==> src/rtl/adc_host_pkg.sv <==
package adc_host_pkg;

    localparam int FRAME_EDGES = 16;
    localparam int LEAD_BITS   = 4;
    localparam int BODY_BITS   = FRAME_EDGES - LEAD_BITS;
    localparam int EDGE_W      = $clog2(FRAME_EDGES + 1);

    typedef enum logic [1:0] {
        FK_DUMMY,
        FK_VALID,
        FK_SHDN
    } frame_kind_e;

    typedef enum logic [1:0] {
        SQ_IDLE,
        SQ_RUN,
        SQ_QUIET
    } seq_state_e;

    typedef struct packed {
        logic [LEAD_BITS-1:0] lead;
        logic [BODY_BITS-1:0] body;
    } frame_word_t;

    function automatic logic lead_bad(frame_word_t w);
        return |w.lead;
    endfunction

    function automatic logic kind_has_next(frame_kind_e k, logic lp);
        return (k == FK_DUMMY) || ((k == FK_VALID) && lp);
    endfunction

endpackage

==> src/rtl/adc_host_tick.sv <==
module adc_host_tick #(
    parameter int DIV = 4
) (
    input  logic clk,
    input  logic rst,
    input  logic run,
    output logic tick
);
    localparam int CW = (DIV > 1) ? $clog2(DIV) : 1;

    logic [CW-1:0] cnt;

    assign tick = run && (cnt == CW'(DIV - 1));

    always_ff @(posedge clk) begin
        if (rst || !run) begin
            cnt <= '0;
        end else if (tick) begin
            cnt <= '0;
        end else begin
            cnt <= cnt + 1'b1;
        end
    end
endmodule

==> src/rtl/adc_host_frame.sv <==
module adc_host_frame
    import adc_host_pkg::*;
(
    input  logic              clk,
    input  logic              rst,
    input  logic              start,
    input  logic [EDGE_W-1:0] last_edge,
    input  logic              tick,
    input  logic              sdata_i,
    output logic              cs_n,
    output logic              sclk,
    output logic              done,
    output logic              active,
    output frame_word_t       word
);
    logic [FRAME_EDGES-1:0] shreg;
    logic [EDGE_W-1:0]      edges;

    assign word = frame_word_t'(shreg);

    always_ff @(posedge clk) begin
        if (rst) begin
            cs_n   <= 1'b1;
            sclk   <= 1'b0;
            done   <= 1'b0;
            active <= 1'b0;
            edges  <= '0;
            shreg  <= '0;
        end else begin
            done <= 1'b0;
            if (start && !active) begin
                cs_n   <= 1'b0;
                sclk   <= 1'b0;
                edges  <= '0;
                active <= 1'b1;
            end else if (active && tick) begin
                if (!sclk) begin
                    if (edges == last_edge) begin
                        cs_n   <= 1'b1;
                        active <= 1'b0;
                        done   <= 1'b1;
                    end else begin
                        sclk <= 1'b1;
                    end
                end else begin
                    sclk  <= 1'b0;
                    edges <= edges + 1'b1;
                    shreg <= {shreg[FRAME_EDGES-2:0], sdata_i};
                end
            end
        end
    end
endmodule

==> src/rtl/adc_host_seq.sv <==
module adc_host_seq
    import adc_host_pkg::*;
#(
    parameter int RES_BITS   = 12,
    parameter int QUIET_CYC  = 8,
    parameter int ABORT_EDGE = 4
) (
    input  logic                clk,
    input  logic                rst,
    input  logic                req_i,
    input  logic                lowpwr_i,
    input  logic                done,
    input  frame_word_t         word,
    output logic                start,
    output logic [EDGE_W-1:0]   last_edge,
    output logic [RES_BITS-1:0] result_o,
    output logic                valid_o,
    output logic                frame_err_o,
    output logic                awake_o,
    output logic                busy_o
);
    localparam int QW = $clog2(QUIET_CYC + 1);

    seq_state_e  state;
    frame_kind_e kind;
    frame_kind_e nxt_kind;
    logic        lp;
    logic        pend;
    logic        has_next;
    logic [QW-1:0] qcnt;

    always_comb begin
        has_next  = kind_has_next(kind, lp);
        nxt_kind  = (kind == FK_DUMMY) ? FK_VALID : FK_SHDN;
        last_edge = (kind == FK_SHDN) ? EDGE_W'(ABORT_EDGE) : EDGE_W'(FRAME_EDGES);
        busy_o    = (state != SQ_IDLE);
    end

    always_ff @(posedge clk) begin
        if (rst) begin
            state       <= SQ_IDLE;
            kind        <= FK_DUMMY;
            lp          <= 1'b0;
            pend        <= 1'b0;
            qcnt        <= '0;
            start       <= 1'b0;
            result_o    <= '0;
            valid_o     <= 1'b0;
            frame_err_o <= 1'b0;
            awake_o     <= 1'b0;
        end else begin
            start   <= 1'b0;
            valid_o <= 1'b0;
            case (state)
                SQ_IDLE: begin
                    if (req_i) begin
                        kind  <= awake_o ? FK_VALID : FK_DUMMY;
                        lp    <= lowpwr_i;
                        start <= 1'b1;
                        state <= SQ_RUN;
                    end
                end
                SQ_RUN: begin
                    if (done) begin
                        awake_o <= (kind != FK_SHDN);
                        if (kind == FK_VALID) begin
                            result_o    <= word.body[BODY_BITS-1 -: RES_BITS];
                            valid_o     <= 1'b1;
                            frame_err_o <= lead_bad(word);
                        end
                        pend  <= has_next;
                        if (has_next) begin
                            kind <= nxt_kind;
                        end
                        qcnt  <= '0;
                        state <= SQ_QUIET;
                    end
                end
                SQ_QUIET: begin
                    if (qcnt == QW'(QUIET_CYC - 1)) begin
                        qcnt <= '0;
                        if (pend) begin
                            start <= 1'b1;
                            state <= SQ_RUN;
                        end else begin
                            state <= SQ_IDLE;
                        end
                    end else begin
                        qcnt <= qcnt + 1'b1;
                    end
                end
                default: state <= SQ_IDLE;
            endcase
        end
    end
endmodule

==> src/rtl/adc_host_ctrl.sv <==
module adc_host_ctrl
    import adc_host_pkg::*;
#(
    parameter int CLK_DIV    = 4,
    parameter int RES_BITS   = 12,
    parameter int QUIET_CYC  = 8,
    parameter int ABORT_EDGE = 4
) (
    input  logic                clk,
    input  logic                rst,
    input  logic                req_i,
    input  logic                lowpwr_i,
    input  logic                sdata_i,
    output logic                cs_n_o,
    output logic                sclk_o,
    output logic [RES_BITS-1:0] result_o,
    output logic                valid_o,
    output logic                frame_err_o,
    output logic                awake_o,
    output logic                busy_o
);
    logic              tick;
    logic              f_active;
    logic              f_done;
    logic              f_start;
    logic [EDGE_W-1:0] f_last;
    frame_word_t       f_word;

    adc_host_tick #(.DIV(CLK_DIV)) u_tick (
        .clk  (clk),
        .rst  (rst),
        .run  (f_active),
        .tick (tick)
    );

    adc_host_frame u_frame (
        .clk       (clk),
        .rst       (rst),
        .start     (f_start),
        .last_edge (f_last),
        .tick      (tick),
        .sdata_i   (sdata_i),
        .cs_n      (cs_n_o),
        .sclk      (sclk_o),
        .done      (f_done),
        .active    (f_active),
        .word      (f_word)
    );

    adc_host_seq #(
        .RES_BITS   (RES_BITS),
        .QUIET_CYC  (QUIET_CYC),
        .ABORT_EDGE (ABORT_EDGE)
    ) u_seq (
        .clk         (clk),
        .rst         (rst),
        .req_i       (req_i),
        .lowpwr_i    (lowpwr_i),
        .done        (f_done),
        .word        (f_word),
        .start       (f_start),
        .last_edge   (f_last),
        .result_o    (result_o),
        .valid_o     (valid_o),
        .frame_err_o (frame_err_o),
        .awake_o     (awake_o),
        .busy_o      (busy_o)
    );
endmodule

==> config.mk <==
export PLATFORM = sky130hd
export DESIGN_NAME = adc_host_ctrl
export DESIGN_NICKNAME = d
export VERILOG_FILES = /design/src/rtl/adc_host_pkg.sv /design/src/rtl/adc_host_tick.sv /design/src/rtl/adc_host_frame.sv /design/src/rtl/adc_host_seq.sv /design/src/rtl/adc_host_ctrl.sv
export SDC_FILE = /design/constraint.sdc
export NUM_CORES = 1
export LEC_CHECK = 0
export BUFFER_PORTS_ARGS = -buffer_cell sky130_fd_sc_hd__buf_2
export CAP_MARGIN = 20
export CORE_MARGIN = 4
export CORE_UTILIZATION = 40
export DETAILED_ROUTE_END_ITERATION = 8
export PLACE_DENSITY = 0.68
export REMOVE_ABC_BUFFERS = 1
export SLEW_MARGIN = 20
export SYNTH_ARGS = -nofsm -noshare
export SYNTH_HDL_FRONTEND = slang
export SYNTH_HIERARCHICAL = 1
export SYNTH_SLANG_ARGS = --single-unit
==> constraint.sdc <==
create_clock -name clk -period 2.8 [get_ports clk]
set_input_delay 0.56 -clock clk [delete_from_list [all_inputs] [get_ports clk]]
set_output_delay 0.56 -clock clk [all_outputs]
set_load 0.05 [all_outputs]
== Word-level counts from Yosys, hierarchy flattened ==
Index checks and enable logic that the tools add are counted.
Word-level totals
  bits in registers: 53
  input port bits: 5
  logic and storage cells: 96
  output and inout port bits: 18
Cells by class
  eq/ne operators: 13
  add/subtract/negate cells: 3
  bitwise logic cells: 4
  reductions and logical operators: 28
  mux-type cells: 31
Operators by type and width (count)
  1-bit two-way mux: 17
  2-bit two-way mux: 7
  3-bit AND reduction: 4
  2-bit nonzero test: 5
  4-bit two-way mux: 2
  2-bit inequality test, second input constant: 4
  4-bit case mux with 2 select lines: 1
  2-bit AND reduction: 4
  4-bit OR reduction: 2
  2-bit equality test, second input constant: 3
  2-bit case mux with 3 select lines: 1
  5-bit by 1-bit adder with 5-bit output, second input constant: 1
  5-bit equality test: 1
  5-bit two-way mux: 1
  4-bit by 1-bit adder with 4-bit output, second input constant: 1
  2-bit by 1-bit equality test with 1-bit output, second input constant: 2
  4-bit by 3-bit equality test with 1-bit output, second input constant: 1
  1-bit logical AND: 4
  2-bit zero test: 2
  2-bit by 1-bit inequality test with 1-bit output, second input constant: 2
  1-bit inverter: 4
  2-bit case mux with 2 select lines: 1
  4-bit AND reduction: 1
  2-bit OR reduction: 2
  other kinds (5): 6

== Logic depth before layout (Yosys ltp) ==
  depth after elaboration: 7
  depth in mapped cells: 7
  gate-level depth less buffers: 5

== Hierarchy ==
Netlist, hierarchy kept.
By module, submodules not included
  adc_host_seq: cells an instance 131, sequential area each 520.5 µm², times used 1, area each 1084.8 µm²
  adc_host_frame: cells an instance 118, sequential area each 500.5 µm², times used 1, area each 1022.2 µm²
  adc_host_tick: cells an instance 6, sequential area each 40.0 µm², times used 1, area each 80.1 µm²

== Least setup slack after synthesis ==
Ideal clock, no wire load.
  path kind: register to register
  start point: reg u_frame.sclk
  end point: reg u_frame.shreg[15] (netlist: u_frame/word[15])
  library setup time: 0.143 ns
  slack: 1.294 ns
  buffers on the path: 2
  arrival time: 1.363 ns
  clock period less this slack: 1.506 ns
  cell stages (with the launch flop): 6
  data required time: 2.657 ns
  cells stage by stage: dfxtp_1 > nand3_1 > buf_2 > buf_4 > nand2_1 > a21oi_2
On the way
  cells in the longest elaborated chain, start to end: 1
RTL lines
  start, declared: RTL line adc_host_frame.sv:11  | output logic sclk,
  start signal, assigned: RTL line adc_host_frame.sv:24  | sclk <= 1'b0;
  start signal, assigned: RTL line adc_host_frame.sv:33  | sclk <= 1'b0;
  start signal, assigned: RTL line adc_host_frame.sv:43  | sclk <= 1'b1;
  3-bit AND reduction (no line)
  end signal, assigned: RTL line adc_host_frame.sv:48  | shreg <= {shreg[FRAME_EDGES-2:0], sdata_i};
  end, declared: RTL line adc_host_frame.sv:16  | logic [FRAME_EDGES-1:0] shreg;
No other way between the ends.
A chain may end at the register's enable or synchronous reset.

== Worst setup path after layout ==
  start point: reg u_seq.state[1]
  end point: out busy_o
On the way
  cells in the longest elaborated chain, start to end: 1
RTL lines
  start, declared: RTL line adc_host_seq.sv:24  | seq_state_e state;
  start signal, assigned: RTL line adc_host_seq.sv:41  | state <= SQ_IDLE;
  start signal, assigned: RTL line adc_host_seq.sv:60  | state <= SQ_RUN;
  start signal, assigned: RTL line adc_host_seq.sv:76  | state <= SQ_QUIET;
  2-bit nonzero test: RTL line adc_host_seq.sv:36  | busy_o = (state != SQ_IDLE);
  end, declared: RTL line adc_host_ctrl.sv:20  | output logic busy_o
No other way between the ends.

==> flow_summary_export.csv <==
group,metric,value,unit
run_status,outcome,"finished clean",
worst_setup_path,regToRegEndpoint,"u_seq/result_o[1]$_SDFFE_PP0P_",
worst_setup_path,critPathArrivalTime,1.24,ns
cts,cts_buffers,5,
floorplan,rows,26,
global_route,first_global_vias,1516,
worst_setup_path,cp_top_family,"flip-flops",
cts,ctsResizeCount,0,
worst_setup_path,critical-path-max-stage-delay,0.48,ns
cts,cts_setup_buffers,0,
pwr,p_total,1.35,mW
sta,hold-worst-slack,0.434,ns
floorplan,die_h,81.9,um
layout,area_delta_synth_final,10.2,%
detailed_routing,via_per_inst,5.00,
synth,yosys_warnings,6,
detailed_routing,dr.pass1.iters,4,
global_route,grtUsageTotal,0.129,
layout,fillers,545,
worst_hold_path,hold_depth,1,
cts,cts-root-buf,"clkbuf_8",
cts,h-tree-depth,2,
global_route,grt_max_degree,33,
synth,avgSynthCellArea,8.58,um2
floorplan,core,5200,um2
worst_setup_path,crit_path_top_delay_cell,"dfxtp_1",
worst_hold_path,hold_path.class,"reg -> reg",
pwr,p_sw,301,uW
sta,layout_setup_ws,1.00,ns
worst_setup_path,reg2reg_from,"u_seq/state[0]$_SDFFE_PP0P_",
layout,final_nets,280,
sta,post-route-min-period,1.80,ns
cts,cts_buffer_depth,2,
cts,cts_tree,"yes",
synth,ys_types,38,
cts,holdBufCountCts,0,
job,drv_cap,0,
pwr,clockPowerShare,0.380,
worst_hold_path,hold_start,"u_tick/cnt[0]$_SDFF_PP0_",
detailed_routing,wl,4.02,mm
floorplan,boundaryPins,23,
place,place.gp.congestion,0.737,
sta,tightest_slew,0.665,ns
global_route,antenna_found_initial,0,
floorplan,dieArea,6710,um2
layout,drive_gt1_frac,0.158,
floorplan,initial_core_util,0.420,
sta,setup_viol,0,
worst_setup_path,critical_path_buf_inv_count,2,
floorplan,die_x,81.9,um
detailed_routing,wl_per_cell,11.7,um
sta,drv_slew,0,
worst_setup_path,r2r_cells,4,
worst_hold_path,holdPathEnd,"u_tick/cnt[0]$_SDFF_PP0_",
worst_setup_path,rrSetupSlack,1.10,ns
sta,rsz0062_at_grt,"no",
sta,finalClockSkew,0.00407,ns
global_route,grt_pass1_wl,6.84,mm
pwr,total_leakage_power,0.868,nW
worst_setup_path,timing_worst_setup_path_type,"reg -> out",
pwr,irDropWorstVdd,0.250,mV
synth,synth_seq_cells,53,
detailed_routing,antenna_left,0,
pwr,combPwrFrac,0.049,
sta,finalHoldViolCount,0,
detailed_routing,vias,1715,
sta,finalSetupTns,0,ns
layout,antenna_cells,0,
detailed_routing,drt-initial-drc-count,58,
layout,final_cell_mix,"nand2_1, dfxtp_1, a21oi_1, buf_2, nor2_1",
detailed_routing,drc_errors,0,
layout,final_common_cell,"nand2_1",
synth,synth-seq-area-share,0.485,
pwr,internal_power,1.05,mW
place,dpl_worst_slack,1.13,ns
global_route,grt-ovfl-total,0,
synth,synth_area,2190,um2
place,io_buffers,22,
worst_setup_path,crit_chain,"nor2_1, inv_1, buf_2",
pwr,p_per_area,562,nW/um2
sta,relSlewSlack,0.557,
worst_setup_path,path_max_fanout,9,
synth,synth_edf_count,0,
sta,fmax,557,MHz
synth,async_flop_share,0,
pwr,switching_share,0.222,
place,place_area,2300,um2
layout,fin_area,2410,um2
cts,numClockSinks,53,
synth,syn_inst,255,
worst_setup_path,worstSetupEndpointType,"primary output",
cts,clock_latency,0.30,ns
sta,fin_crit_sh,0.641,
pwr,p_seq_frac,0.571,
worst_setup_path,critPathLaunchType,"register",
worst_setup_path,required,2.24,ns
synth,synthFlopType,"dfxtp_1",
place,dp_hpwl,2.75,mm
cts,path_clk_slew,0.09,ns
[stage by stage]
| stage | instances | utilization |
|---|---|---|
| 6_report | 343 | 0.463 |
| 2_1_floorplan | 241 | - |
| 5_1_grt | 343 | 0.463 |
| 3_3_place_gp | 335 | 0.442 |
| 3_5_place_dp | 335 | 0.442 |
| 4_1_cts | 343 | 0.463 |
[layout make-up]
type	count	area, um2	share of cell area
Inverter	2	7.51	0.00311
Sequential cell	53	1060	0.440
Multi-Input combinational cell	186	1020	0.422
Tap cell	70	87.6	0.0363
Clock buffer	6	72.6	0.0301
Clock inverter	2	38.8	0.0161
Timing Repair Buffer	24	125	0.0519
[power groups by stage]
stage          logic (mW)  clock network, mW  registers [mW]
2_1_floorplan      0.0382                  0           0.792
3_3_place_gp       0.0660                  0           0.790
3_5_place_dp       0.0664                  0           0.791
4_1_cts            0.0668              0.532           0.774
5_1_grt            0.0739              0.557           0.776
6_report           0.0662              0.515           0.774
[how the worst max path moves through the flow]
stage                                startpoint                              to  slack [ns]  cells after the start
global route        u_seq/state[0]$_SDFFE_PP0P_  u_seq/result_o[6]$_SDFFE_PP0P_        0.87                      4
global placement       u_tick/cnt[0]$_SDFF_PP0_   u_frame/edges[0]$_SDFFE_PP0P_        1.16                      5
floorplan             u_frame/sclk$_SDFFE_PP0N_   u_frame/edges[3]$_SDFFE_PP0P_        0.89                      3
CTS                 u_seq/state[1]$_SDFFE_PP0P_                          busy_o        0.98                      3
finish              u_seq/state[1]$_SDFFE_PP0P_                          busy_o        1.00                      3
detailed placement     u_tick/cnt[0]$_SDFF_PP0_   u_frame/edges[0]$_SDFFE_PP0P_        1.13                      5
[synth_stat cells, drive strengths merged, types with 2 or more instances]
cell    instances  area (um2)
and3b           2        18.8
a211oi          3        22.5
inv             2        7.51
ha              3        37.5
nand2          66         248
dfxtp          53        1060
o21ai           5        25.0
nor2           15        56.3
or3             3        18.8
nand3b          2        15.0
clkbuf          4        15.0
a31oi           2        12.5
nand3           5        25.0
buf            12        92.6
nor3            4        20.0
nand2b          3        18.8
a21oi          38         228
mux2i           6        60.1
nand4           2        12.5
xor2            3        26.3
and2            2        12.5
xnor2           5        43.8
nor2b           5        31.3
[cells by family (layout without fill, tap and decap cells)]
kind of cell	after synthesis	count (layout)	synth area share
XOR/XNOR	8	8	0.0320
AO/OA/AOI/OAI	52	52	0.146
multiplexers	6	6	0.0275
adder cells (fa/ha/maj)	3	3	0.0172
buffers and inverters	18	34	0.0526
flip-flops	53	53	0.485
AND/OR/NAND/NOR	114	114	0.237
other	1	3	0.00171
[layer usage]
layer,share of wire,vias up,track usage
li1,-,884,-
met4,0.013,0,0.0449
met2,0.46,31,0.208
met1,0.49,795,0.170
met5,0,-,0
met3,0.038,5,0.0274
[registers in the layout, indices dropped and copies added (netlist names), 2 cells and up]
signal          count
u_seq/state         2
u_frame/word       16
u_frame/edges       5
u_seq/qcnt          4
u_seq/result_o     12
u_seq/kind          2
u_tick/cnt          2
No activity file was read; power rests on OpenSTA's default activity.
